===== src/rtl/sertx_pkg.sv =====
package sertx_pkg;

  typedef enum logic [2:0] {
    PAR_NONE  = 3'd0,
    PAR_ODD   = 3'd1,
    PAR_EVEN  = 3'd2,
    PAR_MARK  = 3'd3,
    PAR_SPACE = 3'd4
  } par_mode_e;

  typedef enum logic [1:0] {
    ST_IDLE,
    ST_PEND,
    ST_SEND,
    ST_BRK
  } tx_state_e;

  typedef struct packed {
    logic       long_word;
    logic       two_stop;
    logic [2:0] par;
  } line_cfg_t;

endpackage


===== src/rtl/sertx_parity.sv =====
module sertx_parity
  import sertx_pkg::*;
#(
  parameter int DATA_W = 8
) (
  input  logic [DATA_W-1:0] data,
  input  logic              long_word,
  input  logic [2:0]        mode,
  output logic              par_en,
  output logic              par_bit
);

  logic [DATA_W-1:0] masked;
  logic              xsum;

  always_comb begin
    masked = data;
    if (!long_word) masked[DATA_W-1] = 1'b0;
    xsum    = ^masked;
    par_en  = 1'b1;
    par_bit = 1'b1;
    case (mode)
      PAR_ODD:   par_bit = ~xsum;
      PAR_EVEN:  par_bit = xsum;
      PAR_MARK:  par_bit = 1'b1;
      PAR_SPACE: par_bit = 1'b0;
      default: begin
        par_en  = 1'b0;
        par_bit = 1'b1;
      end
    endcase
  end

endmodule


===== src/rtl/sertx_framer.sv =====
module sertx_framer #(
  parameter int DATA_W = 8,
  parameter int FW     = DATA_W + 4,
  parameter int CW     = $clog2(FW + 1)
) (
  input  logic [DATA_W-1:0] data,
  input  logic              long_word,
  input  logic              two_stop,
  input  logic              par_en,
  input  logic              par_bit,
  output logic [FW-1:0]     word,
  output logic [CW-1:0]     nbits
);

  // word[0] leaves the line first; unused upper positions stay 1 (stop level)
  always_comb begin
    int len;
    int total;
    len  = long_word ? DATA_W : DATA_W - 1;
    word = '1;
    word[0] = 1'b0;
    for (int i = 0; i < DATA_W; i++) begin
      if (i < len) word[1+i] = data[i];
    end
    for (int j = 1; j < FW; j++) begin
      if (par_en && (j == 1 + len)) word[j] = par_bit;
    end
    total = 1 + len + (par_en ? 1 : 0) + (two_stop ? 2 : 1);
    nbits = CW'(total);
  end

endmodule


===== src/rtl/sertx_engine.sv =====
module sertx_engine
  import sertx_pkg::*;
#(
  parameter int FW = 12,
  parameter int CW = $clog2(FW + 1)
) (
  input  logic          clk,
  input  logic          rst_n,
  input  logic          bit_tick,
  input  logic          brk_req,
  input  logic          in_valid,
  input  logic [FW-1:0] word,
  input  logic [CW-1:0] nbits,
  output logic          in_ready,
  output logic          txd,
  output logic          tx_en
);

  tx_state_e     state;
  logic [FW-1:0] shreg;
  logic [CW-1:0] left;
  logic          last_bit;
  logic          take;

  // left counts bits still to send after the one on the line
  assign last_bit = (left == '0);
  assign in_ready = !brk_req &&
                    ((state == ST_IDLE) ||
                     ((state == ST_SEND) && last_bit && bit_tick));
  assign take     = in_valid && in_ready;

  always_ff @(posedge clk or negedge rst_n) begin
    if (!rst_n) begin
      state <= ST_IDLE;
      shreg <= '1;
      left  <= '0;
      txd   <= 1'b1;
      tx_en <= 1'b0;
    end else if (bit_tick && brk_req) begin
      state <= ST_BRK;
      left  <= '0;
      txd   <= 1'b0;
      tx_en <= 1'b1;
    end else begin
      case (state)
        ST_IDLE: begin
          if (take) begin
            shreg <= word;
            left  <= nbits;
            state <= ST_PEND;
          end
        end
        ST_PEND: begin
          if (bit_tick) begin
            txd   <= shreg[0];
            shreg <= {1'b1, shreg[FW-1:1]};
            left  <= left - 1'b1;
            tx_en <= 1'b1;
            state <= ST_SEND;
          end
        end
        ST_SEND: begin
          if (bit_tick) begin
            if (last_bit) begin
              if (take) begin
                txd   <= word[0];
                shreg <= {1'b1, word[FW-1:1]};
                left  <= nbits - 1'b1;
              end else begin
                txd   <= 1'b1;
                tx_en <= 1'b0;
                state <= ST_IDLE;
              end
            end else begin
              txd   <= shreg[0];
              shreg <= {1'b1, shreg[FW-1:1]};
              left  <= left - 1'b1;
            end
          end
        end
        ST_BRK: begin
          if (bit_tick) begin
            txd   <= 1'b1;
            tx_en <= 1'b0;
            state <= ST_IDLE;
          end
        end
        default: state <= ST_IDLE;
      endcase
    end
  end

  p_low_has_en_r6: assert property (@(posedge clk) disable iff (!rst_n)
    !txd |-> tx_en);

  p_txd_on_tick_r11: assert property (@(posedge clk) disable iff (!rst_n)
    !$past(bit_tick) |-> $stable(txd));

  p_en_on_tick_r11: assert property (@(posedge clk) disable iff (!rst_n)
    !$past(bit_tick) |-> $stable(tx_en));

  p_break_low_r9: assert property (@(posedge clk) disable iff (!rst_n)
    ($past(bit_tick) && $past(brk_req)) |-> (!txd && tx_en));

  p_start_bit_r2: assert property (@(posedge clk) disable iff (!rst_n)
    $past(state == ST_PEND && bit_tick && !brk_req) |-> (!txd && tx_en));

  p_release_idle_r10: assert property (@(posedge clk) disable iff (!rst_n)
    $past(state == ST_BRK && bit_tick && !brk_req) |-> (txd && !tx_en));

  p_left_range_r2: assert property (@(posedge clk) disable iff (!rst_n)
    (state == ST_SEND) |-> (left < CW'(FW)));

endmodule


===== src/rtl/sertx_line.sv =====
module sertx_line
  import sertx_pkg::*;
#(
  parameter int DATA_W = 8
) (
  input  logic              clk,
  input  logic              rst_n,
  input  logic              bit_tick,
  input  logic              in_valid,
  output logic              in_ready,
  input  logic [DATA_W-1:0] in_data,
  input  logic              cfg_long_word,
  input  logic              cfg_two_stop,
  input  logic [2:0]        cfg_parity,
  input  logic              brk_req,
  output logic              txd,
  output logic              tx_en
);

  localparam int FW = DATA_W + 4;
  localparam int CW = $clog2(FW + 1);

  line_cfg_t     cfg;
  logic          par_en;
  logic          par_bit;
  logic [FW-1:0] word;
  logic [CW-1:0] nbits;

  assign cfg = '{long_word: cfg_long_word, two_stop: cfg_two_stop, par: cfg_parity};

  sertx_parity #(.DATA_W(DATA_W)) u_parity (
    .data      (in_data),
    .long_word (cfg.long_word),
    .mode      (cfg.par),
    .par_en    (par_en),
    .par_bit   (par_bit)
  );

  sertx_framer #(.DATA_W(DATA_W), .FW(FW), .CW(CW)) u_framer (
    .data      (in_data),
    .long_word (cfg.long_word),
    .two_stop  (cfg.two_stop),
    .par_en    (par_en),
    .par_bit   (par_bit),
    .word      (word),
    .nbits     (nbits)
  );

  sertx_engine #(.FW(FW), .CW(CW)) u_engine (
    .clk      (clk),
    .rst_n    (rst_n),
    .bit_tick (bit_tick),
    .brk_req  (brk_req),
    .in_valid (in_valid),
    .word     (word),
    .nbits    (nbits),
    .in_ready (in_ready),
    .txd      (txd),
    .tx_en    (tx_en)
  );

endmodule


===== config.mk =====
export PLATFORM = sky130hd
export DESIGN_NAME = sertx_line
export DESIGN_NICKNAME = d
export VERILOG_FILES = /design/src/rtl/sertx_pkg.sv /design/src/rtl/sertx_parity.sv /design/src/rtl/sertx_framer.sv /design/src/rtl/sertx_engine.sv /design/src/rtl/sertx_line.sv
export SDC_FILE = /design/constraint.sdc
export NUM_CORES = 1
export LEC_CHECK = 0
export BUFFER_PORTS_ARGS = -buffer_cell sky130_fd_sc_hd__buf_2
export CORE_UTILIZATION = 41
export DETAILED_ROUTE_END_ITERATION = 7
export GPL_TIMING_DRIVEN = 0
export PLACE_DENSITY = 0.63
export REMOVE_ABC_BUFFERS = 1
export SLEW_MARGIN = 20
export SYNTH_ARGS = -nofsm -noshare
export SYNTH_HDL_FRONTEND = slang
export SYNTH_SLANG_ARGS = --single-unit
export TNS_END_PERCENT = 30

===== constraint.sdc =====
create_clock -name clk -period 2.1 [get_ports clk]
set_clock_uncertainty 0.2 [all_clocks]
set_input_delay 0.21 -clock clk [delete_from_list [all_inputs] [get_ports clk]]
set_output_delay 0.21 -clock clk [all_outputs]
set_load 0.05 [all_outputs]

* Word-level counts from Yosys, hierarchy flattened
Cells that the tools add are included.
** Storage, ports and cells
- Bits in registers :: 20
- Latch bits :: 0
- Bits in writable memories :: 0
- ROM bits :: 0
- Input bits :: 18
- Memories kept :: 0
** Operators by class
- Add/sub/neg operators :: 5
- Multiply operators :: 0
- Divide/modulo/power cells :: 0
- $lt $le $gt $ge :: 8
- Equal/unequal tests :: 29
- Shift operators :: 0
- Mux-type cells :: 59
- Bitwise logic cells :: 2
- Reduce and logical (&&, ||, !) cells :: 30
** Operators by type and width (count)
- $eq A4 B32 Y1 const A :: 4
- $eq A5 B32 Y1 const A :: 4
- $lt A4 B32 Y1 const A :: 4
- $eq A3 B32 Y1 const A :: 2
- $lt A3 B32 Y1 const A :: 2
- $mux W12 :: 5
- $pmux W12 S3 :: 1
- $mux W1 :: 33
- $eq A2 B32 Y1 const A :: 1
- $lt A1 B32 Y1 const A :: 1
- $lt A2 B32 Y1 const A :: 1
- $mux W4 :: 7
- $reduce_and A6 Y1 :: 3
- $logic_and A1 B1 Y1 :: 16
- $mux W2 :: 8
- $ne A3 B2 Y1 const B :: 4
- $pmux W4 S3 :: 1
- $ne A3 B3 Y1 const B :: 3
- $pmux W1 S3 :: 3
- $add A4 B4 Y4 :: 2
- $pmux W2 S4 :: 1
- $reduce_bool A4 Y1 :: 2
- $reduce_xor A8 Y1 :: 1
- $sub A4 B1 Y4 const B :: 2
- other kinds (18) :: 22

* Longest topological paths before layout
Gate-level depths: netlist of the first run.
- Depth after elaboration :: 12
- Depth in mapped cells :: 12

* Hierarchy
Synthesis of the first run repeated with hierarchy kept, for this count alone.
** Unflattened totals
- Cells, all modules :: 233
- Area total of the unflattened synthesis :: 2008.2 µm²
** Modules (own cells, without submodules)
- sertx_engine :: instances 1, cells an instance 201, area each 1742.9 µm², seq. area each 516.7 µm²
- sertx_framer :: instances 1, cells an instance 20, area each 150.1 µm², seq. area each 0.0 µm²
- sertx_parity :: instances 1, cells an instance 12, area each 115.1 µm², seq. area each 0.0 µm²

* Worst setup path after synthesis of the first run
No wires, ideal clock.
- Kind :: register to output
- From :: register u_engine.state[0]
- To :: output in_ready
- Arrival time :: 2044 ps
- Data required time :: 1690 ps
- Slack :: -354 ps
- Cell stages (with the launch flop) :: 8
- Path buffers :: 2
- Path through :: dfrtp_1 inv_1 ha_1 nor4bb_1 buf_2 buf_2 a21oi_1 nor2_1
** On the way
- Word-level cells in the longest chain between the ends :: 5
** RTL lines
- start: declaration :: RTL line sertx_engine.sv:19 : tx_state_e state;
- start signal: assignment :: RTL line sertx_engine.sv:34 : state <= ST_IDLE;
- start signal: assignment :: RTL line sertx_engine.sv:40 : state <= ST_BRK;
- start signal: assignment :: RTL line sertx_engine.sv:50 : state <= ST_PEND;
- $eq A2 B2 Y1 :: RTL line sertx_engine.sv:29 : ((state == ST_SEND) && last_bit && bit_tick));
- $logic_and A1 B1 Y1 (2 in series) :: RTL line sertx_engine.sv:29
- $logic_or A1 B1 Y1 (*) :: RTL line sertx_engine.sv:28 : ((state == ST_IDLE) ||
- $logic_and A1 B1 Y1 (*) :: RTL line sertx_engine.sv:27 : assign in_ready = !brk_req &&
- end: declaration :: RTL line sertx_line.sv:10 : output logic in_ready,
Mark *: on every way between the ends. The rest lies on a longest branch, timed or not.

* Worst setup path in the final report of the first run
- From :: register u_engine.left[0]
- To :: output in_ready
** On the way
- Word-level cells in the longest chain between the ends :: 5
** RTL lines
- start: declaration :: RTL line sertx_engine.sv:21 : logic [CW-1:0] left;
- start signal: assignment :: RTL line sertx_engine.sv:49 : left <= nbits;
- start signal: assignment :: RTL line sertx_engine.sv:57 : left <= left - 1'b1;
- start signal: assignment :: RTL line sertx_engine.sv:68 : left <= nbits - 1'b1;
- $logic_not A4 Y1 :: RTL line sertx_engine.sv:26 : assign last_bit = (left == '0);
- $logic_and A1 B1 Y1 (2 in series) :: RTL line sertx_engine.sv:29
- $logic_or A1 B1 Y1 :: RTL line sertx_engine.sv:28
- $logic_and A1 B1 Y1 :: RTL line sertx_engine.sv:27
Every way passes these cells.

==> results of run 1 <==
==> power groups by stage <==
stage / clock (mW) / combinational [mW] / sequential, mW
finish: 0.275 / 2.67 / 0.764
detailed placement: 0 / 1.76 / 0.754
CTS: 0.282 / 2.27 / 0.765
floorplan: 0 / 1.30 / 0.773
global route: 0.293 / 2.89 / 0.787
global placement: 0 / 1.69 / 0.736
==> repair_timing <==
action | 4_1_cts | 5_1_grt
endpoints found under the hold margin | 7 | 0
setup endpoints to repair | 19 | 19
gates resized for setup | 40 | 17
hold buffers | 1 | 0
pin swaps | 14 | 9
buffers inserted | 16 | 8
==> metal layers <==
layer / wire, microns / vias to the layer above
met2: 2320 / 49
li1: - / 745
met1: 1760 / 759
met5: 0 / -
met3: 205 / 10
met4: 78 / 0
==> critical path, stage by stage (launching register included) <==
cell	delay [ps]
dfrtp_1	410
inv_2	110
ha_4	160
nor4bb_4	330
buf_6	170
a21oi_2	50
nor2_1	110
buf_6	170
==> flip-flops by register name, indices dropped and copies added (netlist names) <==
| name | count |
|---|---|
| u_engine.txd | 1 |
| u_engine.state | 2 |
| u_engine.left | 4 |
| u_engine.shreg | 11 |
| u_engine.tx_en | 1 |
==> cell families (layout without fill, tap and decap cells) <==
logic type               count (synthesis)  after routing  synth area share
flip-flops                              19             19             0.312
buffers and inverters                   24             65            0.0605
XOR/XNOR                                 7              7            0.0573
multiplexers                             3              3            0.0191
adder cells (fa/ha/maj)                 11             11            0.0971
AO/OA/AOI/OAI                           65             65             0.298
AND/OR/NAND/NOR                         53             53             0.157
==> stage by stage <==
step	std cells	instance area [sq um]	util
finish	271	2200	0.600
global route	271	2200	0.600
CTS	263	2060	0.562
detailed placement	242	1720	0.470
global placement	241	1690	0.463
floorplan	173	1530	-
==> path summary, 6_finish.rpt <==
kind                                     endpoint  slack, ps  cells after the start         startpoint
max in group asynchronous       u_engine.shreg[5]       1140                      2              rst_n
min in group asynchronous        u_engine.left[1]        220                      2              rst_n
worst max-delay path                     in_ready        -90                      7   u_engine.left[0]
worst min-delay path            u_engine.shreg[4]         30                      3         in_data[3]
worst min register to register  u_engine.shreg[1]        280                      2  u_engine.shreg[1]
worst max register to register   u_engine.left[0]        -60                      8   u_engine.left[0]
==> cells in the mapped netlist (2+ instances only) <==
master and count:
mux2i_1 3, nand2b_1 5, o21ai_1 2, clkbuf_1 5
a221oi_1 10, nor4_1 2, o211ai_1 2, o21a_1 2
xnor2_2 2, a21o_1 2, o31ai_1 9, dfrtp_1 7
fa_1 2, nand2_1 18, a21oi_1 10, a31oi_1 3
nor2_1 19, xnor2_1 4, inv_1 15, buf_2 4
ha_1 9, o21ai_0 11, o32ai_1 2, dfstp_2 12
nand3_1 2
==> layout make-up <==
class	count	area, sq um
fill	298	1470
multi-input combinational	139	1220
timing repair buffer	46	312
sequential	19	490
clock inverter	1	7.51
clock buffer	3	41.3
inverter	15	60.1
tap	48	60.1
==> flow_summary.json, run 1 <==
{
  "power.share.clock": 0.074,
  "final_cell_mix": "buf_4, buf_2, nand2_1, nor2_1, dfstp_2",
  "dp_hpwl_microns": 2730,
  "violations": "negative setup slack",
  "drt_iter0_markers": 77,
  "pwr-share-comb": 0.720,
  "fmax_mhz": 457,
  "setup_viol": 9,
  "cts_tree": "built",
  "grt_overflow": 0,
  "syn_area_per_cell_sq_um": 8.64,
  "ys.flop_type": "dfstp_2",
  "io_buffers": 20,
  "ys_types": 45,
  "fin_setup_tns_ps": -286,
  "worstSetupEndpointType": "primary output",
  "ys_top_cells_by_area": "dfstp_2, dfrtp_1, ha_1",
  "drcViolationCount": 0,
  "gr-usage-all-layers": 0.211,
  "core_sq_mm": 0.00366,
  "async_flop_share": 1.00,
  "fp.dieW_microns": 63.9,
  "met2_usage": 0.404,
  "antenna_cells": 0,
  "netlist_instances": 182,
  "hold_ws_ps": 30.8,
  "cts_root_buffer": "clkbuf_8",
  "synth_seq_cells": 19,
  "p_total_mw": 3.71,
  "rsz0062_at_grt": "yes",
  "place_ws_ps": -542,
  "routed_wl_microns": 4360,
  "avgRoutedWirePerCell_microns": 16.1,
  "setup_ws_ps": -86.3,
  "yosys_warnings": 0,
  "timing_worst_setup_path_type": "register to primary output",
  "start_kind": "register",
  "vias": 1563,
  "first_global_vias": 1475,
  "internal-power_mw": 1.98,
  "yosysTopAreaCellShare": 0.200,
  "drv_cap": 0,
  "cp.arrival_ps": 1780,
  "viasPerCell": 5.77,
  "ir_drop_mv": 0.840,
  "drive_gt1_frac": 0.493,
  "slew_viol_final": 0,
  "met1_usage": 0.239,
  "use_met3": 0.0411,
  "clock-sinks": 19,
  "first_pass_iters": 5,
  "htree_levels": 1,
  "cts-buffers-inserted": 3,
  "p_per_area_mw_per_mm2": 1690,
  "hold_viol": 0,
  "layout_min_cycle_time_ps": 2190,
  "gp_congestion": 0.898,
  "grt-busiest-layer": "met2",
  "leakagePower_nw": 0.920,
  "ant_nets": 0,
  "p_sw_frac": 0.466,
  "layout.nets": 253,
  "maxSlewHeadroom": 0.700,
  "p_seq_frac": 0.206,
  "grt_pass1_wl_microns": 6700,
  "dieArea_sq_mm": 0.00409,
  "final_common_cell": "buf_4",
  "clock_latency_ps": 260,
  "path_max_fanout": 6,
  "clk_pin_slew_worst_paths_ps": 80,
  "period_share": 1.04,
  "synth_edf_count": 0,
  "hold_path_class": "primary input to register",
  "p_switching_mw": 1.73,
  "status": "complete, but fails checks",
  "ys_seq_area_frac": 0.312,
  "antenna_found_initial": 0,
  "ios": 21,
  "syn_area_sq_mm": 0.00157,
  "required_ps": 1690,
  "row_count": 22,
  "clock_path_buffers": 2,
  "fp.dieH_microns": 63.9,
  "yosys.area.top_type": "dfstp_2",
  "start_util": 0.430,
  "area_growth_pct": 39.6,
  "grt_max_degree": 20,
  "worst_pin_slew_ps": 450
}
Note: power is estimated with default switching activity, not from simulation.
==> inputs of run 2 (changes only) <==
--- a/config.mk
+++ b/config.mk
@@ -5,7 +5,7 @@
 export SDC_FILE = /design/constraint.sdc
 export NUM_CORES = 1
 export LEC_CHECK = 0
-export BUFFER_PORTS_ARGS = -buffer_cell sky130_fd_sc_hd__buf_2
+export BUFFER_PORTS_ARGS = -buffer_cell sky130_fd_sc_hd__buf_4
 export CORE_UTILIZATION = 41
 export DETAILED_ROUTE_END_ITERATION = 7
 export GPL_TIMING_DRIVEN = 0
==> flow_summary.json, run 2 (same netlist as run 1, synthesis figures left out) <==
{
  "ant_nets": 0,
  "cts-buffers-inserted": 3,
  "antenna_cells": 0,
  "hold_path_class": "primary input to register",
  "layout.nets": 252,
  "violations": "negative setup slack",
  "grt-busiest-layer": "met2",
  "first_pass_iters": 4,
  "vias": 1568,
  "largest_reg_flops": 11,
  "final_common_cell": "buf_4",
  "required_ps": 2060,
  "first_global_vias": 1435,
  "slew_viol_final": 0,
  "period_share": 1.04,
  "maxSlewHeadroom": 0.796,
  "fp.dieW_microns": 63.9,
  "dp_hpwl_microns": 2710,
  "setup_viol": 6,
  "htree_levels": 1,
  "setup_ws_ps": -85.5,
  "fmax_mhz": 458,
  "fin_setup_tns_ps": -218,
  "fp.dieH_microns": 63.9,
  "leakagePower_nw": 0.931,
  "clk_pin_slew_worst_paths_ps": 80,
  "path_max_fanout": 5,
  "met2_usage": 0.384,
  "start_util": 0.430,
  "hold_ws_ps": 28.1,
  "grt_overflow": 0,
  "use_met3": 0.0339,
  "grt_pass1_wl_microns": 6770,
  "worstSetupEndpointType": "register",
  "dieArea_sq_mm": 0.00409,
  "clock_latency_ps": 270,
  "ir_drop_mv": 0.963,
  "ios": 21,
  "start_kind": "register",
  "row_count": 22,
  "drive_gt1_frac": 0.477,
  "cp.arrival_ps": 2140,
  "final_cell_mix": "buf_4, nor2_1, nand2_1, dfstp_2, inv_1",
  "largestRegisters": "u_engine.shreg (11), u_engine.left (4), u_engine.state (2)",
  "hold_viol": 0,
  "timing_worst_setup_path_type": "register to register",
  "avgRoutedWirePerCell_microns": 16.3,
  "antenna_found_initial": 0,
  "drv_cap": 0,
  "area_growth_pct": 43.8,
  "drcViolationCount": 0,
  "grt_max_degree": 20,
  "core_sq_mm": 0.00366,
  "cts_tree": "built",
  "clock-sinks": 19,
  "io_buffers": 20,
  "fin_util": 0.618,
  "p_per_area_mw_per_mm2": 1670,
  "layout_min_cycle_time_ps": 2190,
  "status": "complete, but fails checks",
  "cts_root_buffer": "clkbuf_8",
  "rsz0062_at_grt": "yes",
  "met1_usage": 0.260,
  "clock_path_buffers": 2,
  "top_register": "u_engine.shreg",
  "worst_pin_slew_ps": 305,
  "routed_wl_microns": 4410,
  "gr-usage-all-layers": 0.214,
  "viasPerCell": 5.81,
  "drt_iter0_markers": 122,
  "gp_congestion": 0.868
}
==> run 2: worst max-delay path, cell delays in order, from the launching register on <==
cell      delay (ps)
dfrtp_1          420
inv_2            100
ha_4             150
or3b_4           410
a21o_4           270
a221oi_1         260
a211oi_1          90
nor2_1           120
a21oi_1           50
==> run 2: per-layer routing <==
layer,part of all wire,wire length (microns)
met1,0.43,1900
met2,0.53,2330
met3,0.032,139
met4,0.0091,40
met5,0,0
==> run 2: final timing paths <==
kind / from / to / slack [ps] / cells after the start
max in group asynchronous: rst_n / u_engine.shreg[10] / 1270 / 2
min: in_data[5] / u_engine.shreg[6] / 30 / 3
min in group asynchronous: rst_n / u_engine.left[3] / 150 / 2
max reg2reg: u_engine.left[0] / u_engine.left[0] / -90 / 8
min reg2reg: u_engine.shreg[6] / u_engine.shreg[6] / 280 / 2
max: u_engine.left[0] / u_engine.left[0] / -90 / 8
==> run 2: timing repair <==
action | in CTS | in global routing
cloned | 0 | 1
endpoints found under the setup margin | 19 | 19
pin swaps | 11 | 11
resized for setup | 38 | 19
buffers inserted | 16 | 6
hold buffers | 1 | 0
hold endpoints to repair | 19 | 0
==> run 2: metrics by stage <==
step	instances	power, mW	setup WS (ps)	cell area, sq um
finish	270	3.78	-85.5	2260
CTS	263	3.35	-3.57	2110
global route	270	4.04	-155	2260
global placement	241	2.45	-2220	1740
detailed placement	242	2.54	-533	1770
floorplan	173	2.08	-1290	1530
==> run 2: report_power, final <==
part / total, mW / switching, mW / leakage [nW] / internal [mW]
registers: 0.768 / 0.141 / 0.209 / 0.626
logic: 2.74 / 1.49 / 0.700 / 1.25
clock network: 0.275 / 0.141 / 0.0217 / 0.134
total: 3.78 / 1.77 / 0.931 / 2.01
==> run 2: layout make-up <==
class / instances / area, sq um
Clock buffer: 3 / 41.3
Clock inverter: 1 / 7.51
Fill cell: 289 / 1400
Inverter: 15 / 60.1
Multi-Input combinational cell: 140 / 1260
Sequential cell: 19 / 490
Tap cell: 48 / 60.1
Timing Repair Buffer: 44 / 344
